## config.mk

```make
export PLATFORM = sky130hd
export DESIGN_NAME = way_victim_sel
export DESIGN_NICKNAME = d
export VERILOG_FILES = /design/src/rtl/way_victim_pkg.sv /design/src/rtl/way_free_pick.sv /design/src/rtl/way_rr_ptr.sv /design/src/rtl/way_idx_dec.sv /design/src/rtl/way_victim_sel.sv
export SDC_FILE = /design/constraint.sdc
export NUM_CORES = 1
export LEC_CHECK = 0
export CAP_MARGIN = 20
export CORE_AREA = 2 2 39 41
export DETAILED_ROUTE_END_ITERATION = 10
export DIE_AREA = 0 0 41 43
export DONT_BUFFER_PORTS = 1
export PLACE_DENSITY = 0.3
export SLEW_MARGIN = 0
export SYNTH_ARGS = -nofsm -noshare
export SYNTH_HDL_FRONTEND = slang
export SYNTH_HIERARCHICAL = 1
export SYNTH_SLANG_ARGS = --single-unit
```

## constraint.sdc

```tcl
create_clock -name clk -period 1.4 [get_ports clk]
set_input_delay 0.14 -clock clk [delete_from_list [all_inputs] [get_ports clk]]
set_output_delay 0.14 -clock clk [all_outputs]
set_load 0.02 [all_outputs]
```

## src/rtl/way_victim_pkg.sv

```systemverilog
// Package: shared parameters and helpers for the way replacement selector.
// Assumes the way count is a power of two and at least 2.
package way_victim_pkg;

    localparam int unsigned DEF_NUM_WAYS = 4;

    // Width of a way index for a given way count.
    function automatic int unsigned idx_width(input int unsigned ways);
        return (ways <= 2) ? 1 : $clog2(ways);
    endfunction

endpackage

```

## src/rtl/way_free_pick.sv

```systemverilog
// Module: way_free_pick
// Finds the lowest-numbered way whose valid bit is clear.
// Assumes a purely combinational use; any_free_o is low when all ways are valid,
// in which case free_idx_o is 0 and must be ignored.
module way_free_pick #(
    parameter int unsigned NUM_WAYS = 4,
    localparam int unsigned IDX_W   = way_victim_pkg::idx_width(NUM_WAYS)
) (
    input  logic [NUM_WAYS-1:0] valid_i,
    output logic                any_free_o,
    output logic [IDX_W-1:0]    free_idx_o
);

    // Scan from the top down so the lowest invalid way is written last.
    always_comb begin
        any_free_o = 1'b0;
        free_idx_o = '0;
        for (int w = NUM_WAYS - 1; w >= 0; w--) begin
            if (!valid_i[w]) begin
                any_free_o = 1'b1;
                free_idx_o = IDX_W'(w);
            end
        end
    end

endmodule

```

## src/rtl/way_rr_ptr.sv

```systemverilog
// Module: way_rr_ptr
// Rotating replacement pointer with an optional lower-half lock.
// eff_o is the pointer as seen by the current cycle: under lock, a value in the
// lower half reads as the first upper-half way. On step_i the pointer loads the
// successor of eff_o, wrapping within the whole set or within the upper half.
// Assumes NUM_WAYS is a power of two; reset is synchronous and active low.
module way_rr_ptr #(
    parameter int unsigned NUM_WAYS = 4,
    localparam int unsigned IDX_W   = way_victim_pkg::idx_width(NUM_WAYS),
    localparam int unsigned HALF    = NUM_WAYS / 2,
    localparam int unsigned LAST    = NUM_WAYS - 1
) (
    input  logic             clk,
    input  logic             rst_n,
    input  logic             lock_i,
    input  logic             step_i,
    output logic [IDX_W-1:0] ptr_o,
    output logic [IDX_W-1:0] eff_o
);

    logic [IDX_W-1:0] ptr_q;
    logic [IDX_W-1:0] ptr_nxt;

    // Effective pointer: lift into the upper half while locked.
    always_comb begin
        if (lock_i && (ptr_q < IDX_W'(HALF))) begin
            eff_o = IDX_W'(HALF);
        end else begin
            eff_o = ptr_q;
        end
    end

    // Successor: wrap inside the upper half when locked, else natural wrap.
    always_comb begin
        if (lock_i && (eff_o == IDX_W'(LAST))) begin
            ptr_nxt = IDX_W'(HALF);
        end else begin
            ptr_nxt = eff_o + IDX_W'(1);
        end
    end

    // Pointer register: cleared by reset, loaded only on a pointer-path step.
    always_ff @(posedge clk) begin
        if (!rst_n) begin
            ptr_q <= '0;
        end else if (step_i) begin
            ptr_q <= ptr_nxt;
        end
    end

    assign ptr_o = ptr_q;

endmodule

```

## src/rtl/way_idx_dec.sv

```systemverilog
// Module: way_idx_dec
// Binary-to-one-hot decoder for a way index. Purely combinational.
module way_idx_dec #(
    parameter int unsigned NUM_WAYS = 4,
    localparam int unsigned IDX_W   = way_victim_pkg::idx_width(NUM_WAYS)
) (
    input  logic [IDX_W-1:0]    idx_i,
    output logic [NUM_WAYS-1:0] oh_o
);

    // One comparator per way.
    for (genvar g = 0; g < NUM_WAYS; g++) begin : g_dec
        assign oh_o[g] = (idx_i == IDX_W'(g));
    end

endmodule

```

## src/rtl/way_victim_sel.sv

```systemverilog
// Module: way_victim_sel (top)
// Picks the victim way of a set: the lowest invalid way if any exists,
// otherwise the rotating pointer (upper half only while locked). The choice
// is combinational; the pointer moves on the clock edge after an allocation
// that used it. Assumes the valid bits belong to the set being allocated.
module way_victim_sel #(
    parameter int unsigned NUM_WAYS = way_victim_pkg::DEF_NUM_WAYS,
    localparam int unsigned IDX_W   = way_victim_pkg::idx_width(NUM_WAYS)
) (
    input  logic                clk,
    input  logic                rst_n,
    input  logic                alloc_i,
    input  logic                half_lock_i,
    input  logic [NUM_WAYS-1:0] way_valid_i,
    output logic [IDX_W-1:0]    victim_idx_o,
    output logic [NUM_WAYS-1:0] victim_oh_o
);

    logic             any_free;
    logic [IDX_W-1:0] free_idx;
    logic [IDX_W-1:0] ptr_q;
    logic [IDX_W-1:0] ptr_eff;
    logic             ptr_step;

    way_free_pick #(.NUM_WAYS(NUM_WAYS)) u_pick (
        .valid_i    (way_valid_i),
        .any_free_o (any_free),
        .free_idx_o (free_idx)
    );

    // The pointer is consumed only when no empty way exists.
    assign ptr_step = alloc_i && !any_free;

    way_rr_ptr #(.NUM_WAYS(NUM_WAYS)) u_ptr (
        .clk    (clk),
        .rst_n  (rst_n),
        .lock_i (half_lock_i),
        .step_i (ptr_step),
        .ptr_o  (ptr_q),
        .eff_o  (ptr_eff)
    );

    // Victim select: empty way first, pointer otherwise.
    always_comb begin
        victim_idx_o = any_free ? free_idx : ptr_eff;
    end

    way_idx_dec #(.NUM_WAYS(NUM_WAYS)) u_dec (
        .idx_i (victim_idx_o),
        .oh_o  (victim_oh_o)
    );

endmodule

```

==> results of run 1 <==
[worst paths after layout]
path | start | endpoint | slack [ns] | cells after the start
setup / recovery | u_ptr/ptr_o[1] | victim_oh_o[1] | -0.1 | 4
hold / removal | rst_n | u_ptr/ptr_o[1] | 0.05 | 1
setup reg to reg | u_ptr/ptr_o[0] | u_ptr/ptr_o[1] | 0.57 | 2
hold reg to reg | u_ptr/ptr_o[0] | u_ptr/ptr_o[0] | 0.54 | 1
[worst max-delay path: stages (launching register included)]
cell,delay (ns)
dfxtp_2,0.31
nand2b_4,0.13
and2_4,0.14
mux2_4,0.30
and2b_2,0.25
[timing repair]
action                                  in CTS  in global routing
setup buffers                                0                  1
endpoints found under the setup margin       6                  6
pin swaps                                    0                  0
hold buffers                                 0                  0
resized for setup                            6                  1
[logic make-up (layout without fill, tap and decap cells)]
family / after synthesis / after routing
compound gates: 6 / 6
buf+inv: 0 / 6
flops: 2 / 2
mux: 2 / 2
simple gates: 12 / 12
[power by group through the flow]
stage / logic [mW] / registers [mW] / clock network, mW
floorplan: 0.0391 / 0.0599 / 0
global placement: 0.0479 / 0.0600 / 0
detailed placement: 0.0486 / 0.0602 / 0
CTS: 0.0543 / 0.0596 / 0.132
global route: 0.0592 / 0.0596 / 0.144
finish: 0.0556 / 0.0596 / 0.123
[final cells by class]
class | instances | area [sq um] | area share
timing repair buffer | 3 | 26.3 | 0.0946
tap | 16 | 20.0 | 0.0721
multi-input combinational | 20 | 168 | 0.604
sequential | 2 | 41.3 | 0.149
clock buffer | 3 | 22.5 | 0.0811
[metrics by stage]
step	power [mW]	util	setup WS [ns]	hold slack [ns]
2_1_floorplan	0.0990	-	0.0362	0.273
3_3_place_gp	0.108	0.162	0.0711	0.279
3_5_place_dp	0.109	0.162	0.0547	0.287
4_1_cts	0.246	0.193	-0.117	0.0451
5_1_grt	0.262	0.201	-0.138	0.0403
6_report	0.238	0.201	-0.0963	0.0502
[cell usage in the layout (no fill, tap or decap), drive strengths merged]
master	netlist	final
mux2	2	2
nor2b	1	1
nand2	1	1
nand4	1	1
dfxtp	2	2
a21boi	1	1
nand4b	1	1
and2	2	2
o21a	1	1
or2	1	1
a31oi	1	1
nand2b	2	2
o211a	1	1
nor2	1	1
and2b	2	2
clkbuf	0	3
a21oi	1	1
o21ai	1	1
buf	0	3
[routing by layer]
| metal | wire length [um] | vias up |
|---|---|---|
| li1 | - | 92 |
| met1 | 146 | 90 |
| met2 | 292 | 1 |
| met3 | 13 | 0 |
| met4 | 0 | 0 |
| met5 | 0 | - |
==> metrics.csv, run 1 <==
metric,value,unit
fillers,166,
largest net degree at the start of global routing,6,
PD cells,858,nW/um^2
FP Rows,14,
async set or reset register ratio after synthesis,0,
Startpoint Class,flop,
Port Buffers,0,
GRT Overall Usage,0.0671,
WS Path Type,flop to output port,
antenna-violating nets left,0,
Layout Skew,0.00293,ns
CTS sink count,2,
Mapped Cells,22,
Max-cap violations,0,
Internal,0.179,mW
Sw Share,0.250,
grt met3 use,0.0524,
VDD IR-drop max,0.218,mV
CTS tree,yes,
Reg power frac,0.250,
Synthesis Warnings,6,
f_max,668,MHz
Synth Area in Compound Gates,0.224,
chip width,41,um
"Clk Latency, worst-skew pair",0.22,ns
Inst Count DP,40,
worst hold path type,input pin to flop,
Largest register FFs,2,
mean post-synth cell area,8.36,sq um
Final period util,1.07,
final wirelength,451,um
Setup Viol. Count Final,5,
Psw,0.0596,mW
die height,43,um
layout cells sized above 1,0.607,
worst endpoint data arrival time,1.36,ns
vias after detailed routing,183,
Synth Cell Area,184,sq um
Post-synth EDFFs,0,
Worst setup EP type,output port,
Clock transition at path regs,0.03,ns
I/O Pins,14,
core area,1380,sq um
Final #Nets,38,
post-DP HPWL,367,um
worst slew pin tran,0.252,ns
Detailed Routing Iterations Pass 1,2,
Post-Synth Adder-Cell Area,0,
share of the synthesized area in the top cell type,0.218,
total CTS buffers,3,
post-route insts no fill,44,
die footprint,1760,sq um
GRT busiest layer,met2,
Final Max Slew Viols,0,
failing checks,setup timing,
Clock Path Buffers,2,
Post-Synth XOR/XNOR Area,0,
vias per std cell,4.16,
grt total ovfl,0,
Slew HR,0.832,
Leakage,0.131,nW
ant diodes,0,
Commonest cells post-synth,"and2_2, and2b_2, dfxtp_1, mux2_2, nand2b_1",
first-pass GRT wire length,696,um
largest cells by area after synthesis,"dfxtp_1, mux2_2, and2b_2",
grt met1 use,0.0383,
# DRC,0,
Worst Path Max Fanout,5,
post-synthesis sequential area ratio,0.218,
area delta synth->final,51.0,%
post-route cell area,278,sq um
post-synthesis mux area share,0.122,
initial core utilization,0.133,
Cell variety after synth,17,
met2 usage,0.103,
Fin. Hold Viols,0,
TNS Setup,-0.357,ns
# H-tree levels,1,
RSZ-0062 raised after global routing,true,
Combinational Power Share,0.233,
ys flop type,dfxtp_1,
Synth Area in Simple Gates,0.435,
initial drt markers,2,
Synthesized Nets,30,
Tmin final,1.50,ns
status,"finished, violations left",
#FFs+latches synth,2,
WP data required,1.26,ns
initial antenna violation count,0,
number of global-route vias before repair,182,
clock share of power,0.517,
Root Driver,clkbuf_4,
area post-placement,224,sq um
Routability Congestion,0.534,
wire per inst,10.3,um
largest family of logic cells by synthesized area,simple AND/OR/NAND/NOR gates,
worst setup margin,-0.0963,ns
Yosys top cell by area,dfxtp_1,
Power figures use the tool's default switching activity.
==> run 2, diff against run 1 <==
--- a/config.mk
+++ b/config.mk
@@ -7,6 +7,7 @@
 export LEC_CHECK = 0
 export CAP_MARGIN = 20
 export CORE_AREA = 2 2 39 41
+export CTS_CLUSTER_DIAMETER = 120
 export DETAILED_ROUTE_END_ITERATION = 10
 export DIE_AREA = 0 0 41 43
 export DONT_BUFFER_PORTS = 1
@@ -16,3 +17,4 @@
 export SYNTH_HDL_FRONTEND = slang
 export SYNTH_HIERARCHICAL = 1
 export SYNTH_SLANG_ARGS = --single-unit
+export TNS_END_PERCENT = 30
==> run 2 against run 1 <==
Effect of this change:
- the run still ends with setup timing left
- flip-flop and latch count unchanged
- first-iteration DRC count did not move
- critical path depth is the same
- non-clock buffer count rose by 2
- combinational power is 9.4% higher
- largest power group unchanged
- sequential share of layout area fell by 0.64 points
- total power rose by 3.3%
- die area unchanged
- setup slack worse by 0.0049 ns
- largest cell class unchanged
- via count rose by 1.1%
- clock-buffer cell count unchanged
- worst hold slack got worse by 0.0035 ns
==> metrics.csv, run 2 (synthesis results as in run 1) <==
metric,value,unit
Root Driver,clkbuf_4,
total CTS buffers,3,
Worst Path Max Fanout,5,
VDD IR-drop max,0.335,mV
FP Rows,14,
clock share of power,0.511,
layout cells sized above 1,0.600,
Fin. Hold Viols,0,
die footprint,1760,sq um
CTS tree,yes,
area delta synth->final,57.8,%
Sw Share,0.254,
vias per std cell,4.02,
Layout Skew,0.00438,ns
GRT Overall Usage,0.0641,
Setup Viol. Count Final,5,
status,"finished, violations left",
failing checks,setup timing,
hold buffer count at CTS,0,
"Clk Latency, worst-skew pair",0.22,ns
Psw,0.0625,mW
Final #Nets,40,
Leakage,0.140,nW
grt total ovfl,0,
RSZ-0062 raised after global routing,true,
I/O Pins,14,
post-DP HPWL,354,um
antenna-violating nets left,0,
WHS,0.0467,ns
vias after detailed routing,185,
Worst setup EP type,output port,
initial drt markers,2,
die height,43,um
initial antenna violation count,0,
# H-tree levels,1,
CP cell instances,"nand2b_4, and2_4, mux2_4, and2b_2",
CTS sink count,2,
CP bufs+invs,0,
wire per inst,10.7,um
Internal,0.184,mW
worst hold path type,input pin to flop,
post-route cell area,290,sq um
# DRC,0,
final wirelength,491,um
Final period util,1.07,
area post-placement,229,sq um
WS Path Type,flop to output port,
ant diodes,0,
PD cells,848,nW/um^2
worst slew pin tran,0.248,ns
Clock Path Buffers,2,
first-pass GRT wire length,745,um
Final Max Slew Viols,0,
Detailed Routing Iterations Pass 1,4,
Reg power frac,0.242,
Tmin final,1.50,ns
Reg area,41.3,sq um
fillers,158,
WP data required,1.26,ns
Combinational Power Share,0.247,
Max-cap violations,0,
Inst Count DP,41,
"most common cell after layout, fill and taps aside",buf_4,
initial core utilization,0.133,
f_max,666,MHz
number of global-route vias before repair,177,
post-route insts no fill,46,
critical path's slowest cell,dfxtp_2,
area occupied by multi-input gates,165,sq um
Startpoint Class,flop,
CP peak stage delay,0.32,ns
Port Buffers,0,
total power,0.246,mW
CP top delay family,simple AND/OR/NAND/NOR gates,
Clock transition at path regs,0.03,ns
chip width,41,um
worst setup margin,-0.101,ns
Routability Congestion,0.566,
worst endpoint data arrival time,1.36,ns
core area,1380,sq um
Slew HR,0.834,
largest net degree at the start of global routing,6,
most frequent cells in the layout,"buf_4, clkbuf_4, mux2_4, and2b_2",
Largest register FFs,2,
run 2: cell count changes in the layout (fill, tap and decap cells not counted), sizes merged:
cell / delta
buf: +2
run 2: repair_timing:
action / 4_1_cts / 5_1_grt
endpoints found under the setup margin: 6 / 6
resized for setup: 6 / 1
buffers inserted: 1 / 1
run 2: worst paths after layout:
| kind | cells past startpoint | end | slack, ns | from |
|---|---|---|---|---|
| worst min register to register | 1 | u_ptr/ptr_o[0] | 0.54 | u_ptr/ptr_o[0] |
| worst max register to register | 2 | u_ptr/ptr_o[1] | 0.55 | u_ptr/ptr_o[0] |
| worst max-delay path | 4 | victim_oh_o[1] | -0.10 | u_ptr/ptr_o[1] |
| worst min-delay path | 1 | u_ptr/ptr_o[1] | 0.05 | rst_n |
run 2: layer usage:
metal  share of wire  track usage  routed length [um]  vias to the layer above
met4               0       0.0400                   0                        0
met5               0            0                   0                        -
met3           0.035       0.0209                  17                        0
met1            0.34       0.0607                 168                       86
li1                -            -                   -                       96
met2            0.62        0.109                 305                        3
run 2: final cells by class:
type	instances	area share
multi-input combinational	20	0.569
clock buffer	3	0.0776
tap	16	0.0690
sequential	2	0.142
timing repair buffer	5	0.142
run 2: power by group through the flow:
stage	registers (mW)	clock network [mW]	logic, mW
floorplan	0.0599	0	0.0379
global placement	0.0601	0	0.0505
detailed placement	0.0602	0	0.0513
CTS	0.0596	0.132	0.0575
global route	0.0598	0.137	0.0650
finish	0.0596	0.126	0.0608
run 2: worst reg2reg max path, stage by stage (launching register included):
cell,delay (ns)
dfxtp_1,0.33
o21a_1,0.20
o211a_1,0.20
run 2: through the flow:
step / setup TNS (ns) / setup slack [ns] / utilization
4_1_cts: -0.459 / -0.112 / 0.202
3_5_place_dp: 0 / 0.0364 / 0.165
3_3_place_gp: 0 / 0.0697 / 0.165
5_1_grt: -0.555 / -0.131 / 0.210
2_1_floorplan: -0.00883 / -0.00883 / -
6_report: -0.399 / -0.101 / 0.210
==> run 3, diff against run 2 <==
--- a/config.mk
+++ b/config.mk
@@ -11,7 +11,9 @@
 export DETAILED_ROUTE_END_ITERATION = 10
 export DIE_AREA = 0 0 41 43
 export DONT_BUFFER_PORTS = 1
+export HOLD_SLACK_MARGIN = 0.06
 export PLACE_DENSITY = 0.3
+export REMOVE_ABC_BUFFERS = 1
 export SLEW_MARGIN = 0
 export SYNTH_ARGS = -nofsm -noshare
 export SYNTH_HDL_FRONTEND = slang
==> run 3 against run 2 <==
Effect of this change:
- total power up 4.3%
- via count increased by 10%
- maximum frequency decreased by 0.11%
- the flow still finishes with violations (setup timing)
- critical path type unchanged
- largest cell class unchanged
- highest routed layer unchanged
==> metrics.csv, run 3 (synthesis results as in run 1) <==
metric,value,unit
Leakage,0.156,nW
Tmin final,1.50,ns
Clock transition at path regs,0.03,ns
Max-cap violations,0,
Final #Nets,43,
Layout Skew,0.000156,ns
FP Rows,14,
fillers,164,
most frequent cells in the layout,"buf_4, clkbuf_4, mux2_4, and2b_2",
setup slack at placement,0.0239,ns
largest net degree at the start of global routing,6,
initial core utilization,0.133,
antenna-violating nets left,0,
core area,1380,sq um
Worst setup EP type,output port,
area occupied by multi-input gates,173,sq um
CP bufs+invs,0,
area post-placement,234,sq um
Routability Congestion,0.501,
worst slew pin tran,0.182,ns
critical path's slowest cell,dfxtp_2,
Detailed Routing Iterations Pass 1,2,
Reg area,41.3,sq um
# H-tree levels,1,
PD cells,796,nW/um^2
vias per std cell,4.16,
CP Depth,4,
Critical Path Sink,victim_oh_o[1],
first-pass GRT wire length,634,um
CP startpoint,u_ptr/ptr_o[1],
grt total ovfl,0,
status,"finished, violations left",
Worst R2R Path Depth,4,
post-route cell area,323,sq um
TNS Setup,-0.379,ns
total CTS buffers,3,
area delta synth->final,75.5,%
layout cells sized above 1,0.636,
Largest register FFs,2,
CP cell instances,"nand2b_4, and2_4, mux2_4, and2b_2",
I/O Pins,14,
worst setup margin,-0.103,ns
initial drt markers,1,
worst r2r dst,u_ptr/ptr_o[0],
WS Path Type,flop to output port,
Fin. Hold Viols,0,
"Clk Latency, worst-skew pair",0.22,ns
"most common cell after layout, fill and taps aside",buf_4,
VDD IR-drop max,0.272,mV
final core utilization,0.233,
initial antenna violation count,0,
number of global-route vias before repair,186,
RSZ-0062 raised after global routing,true,
chip width,41,um
worst endpoint data arrival time,1.36,ns
Slew HR,0.878,
GRT Overall Usage,0.0571,
worst r2r src,u_ptr/ptr_o[1],
final wirelength,528,um
# DRC,0,
Clock Path Buffers,2,
Root Driver,clkbuf_4,
CP peak stage delay,0.31,ns
CP top delay family,simple AND/OR/NAND/NOR gates,
Worst Path Max Fanout,5,
wire per inst,10.8,um
CTS sink count,2,
f_max,665,MHz
worst hold path type,input pin to flop,
Setup Viol. Count Final,5,
CTS tree,yes,
ant diodes,0,
Final Max Slew Viols,0,
die footprint,1760,sq um
die height,43,um
r2r setup slk,0.48,ns
Port Buffers,0,
WP data required,1.26,ns
total power,0.257,mW
vias after detailed routing,204,
Startpoint Class,flop,
failing checks,setup timing,
Final period util,1.07,
[run 3: cell count changes in the layout (fill, tap and decap cells not counted)]
cell / before / now
buf_4: 4 / 6
dlygate4sd3_1: 0 / 1
nor2_1: 1 / 0
nor2_2: 0 / 1
nor2b_2: 1 / 0
nor2b_4: 0 / 1
[run 3: metal layers]
metal | vias up | routed length, um | GRT usage
li1 | 102 | - | -
met1 | 89 | 199 | 0.0543
met2 | 13 | 252 | 0.0969
met3 | 0 | 77 | 0
met4 | 0 | 0 | 0.0600
met5 | - | 0 | 0
[run 3: report_power, final]
group          switching, mW  total [mW]  internal [mW]
Sequential          0.000941      0.0595         0.0585
Clock                 0.0318       0.126         0.0945
Combinational         0.0330      0.0711         0.0382
Total                 0.0657       0.257          0.191
[run 3: per-stage QoR]
stage / std cells / hold slack, ns
floorplan: 22 / 0.273
global placement: 42 / 0.276
detailed placement: 42 / 0.278
CTS: 48 / 0.149
global route: 49 / 0.199
finish: 49 / 0.193
[run 3: area by class of cell]
cell class,instances,share of cell area
timing repair buffer,8,0.205
tap,16,0.0620
multi-input combinational,20,0.535
clock buffer,3,0.0698
sequential,2,0.128
[run 3: worst min-delay path by stage]
stage / from / end / slack (ns) / depth (start not counted)
global placement: rst_n / u_ptr/ptr_o[1] / 0.28 / 1
finish: half_lock_i / u_ptr/ptr_o[1] / 0.19 / 2
global route: half_lock_i / u_ptr/ptr_o[1] / 0.20 / 2
detailed placement: rst_n / u_ptr/ptr_o[1] / 0.28 / 1
CTS: half_lock_i / u_ptr/ptr_o[1] / 0.15 / 2
floorplan: rst_n / u_ptr/ptr_o[1] / 0.27 / 1
[run 3: repair_timing]
item                                   4_1_cts  5_1_grt
setup endpoints to repair                    6        5
gates resized for setup                      8        1
hold buffers                                 1        0
endpoints found under the hold margin        2        0
buffers inserted                             2        1
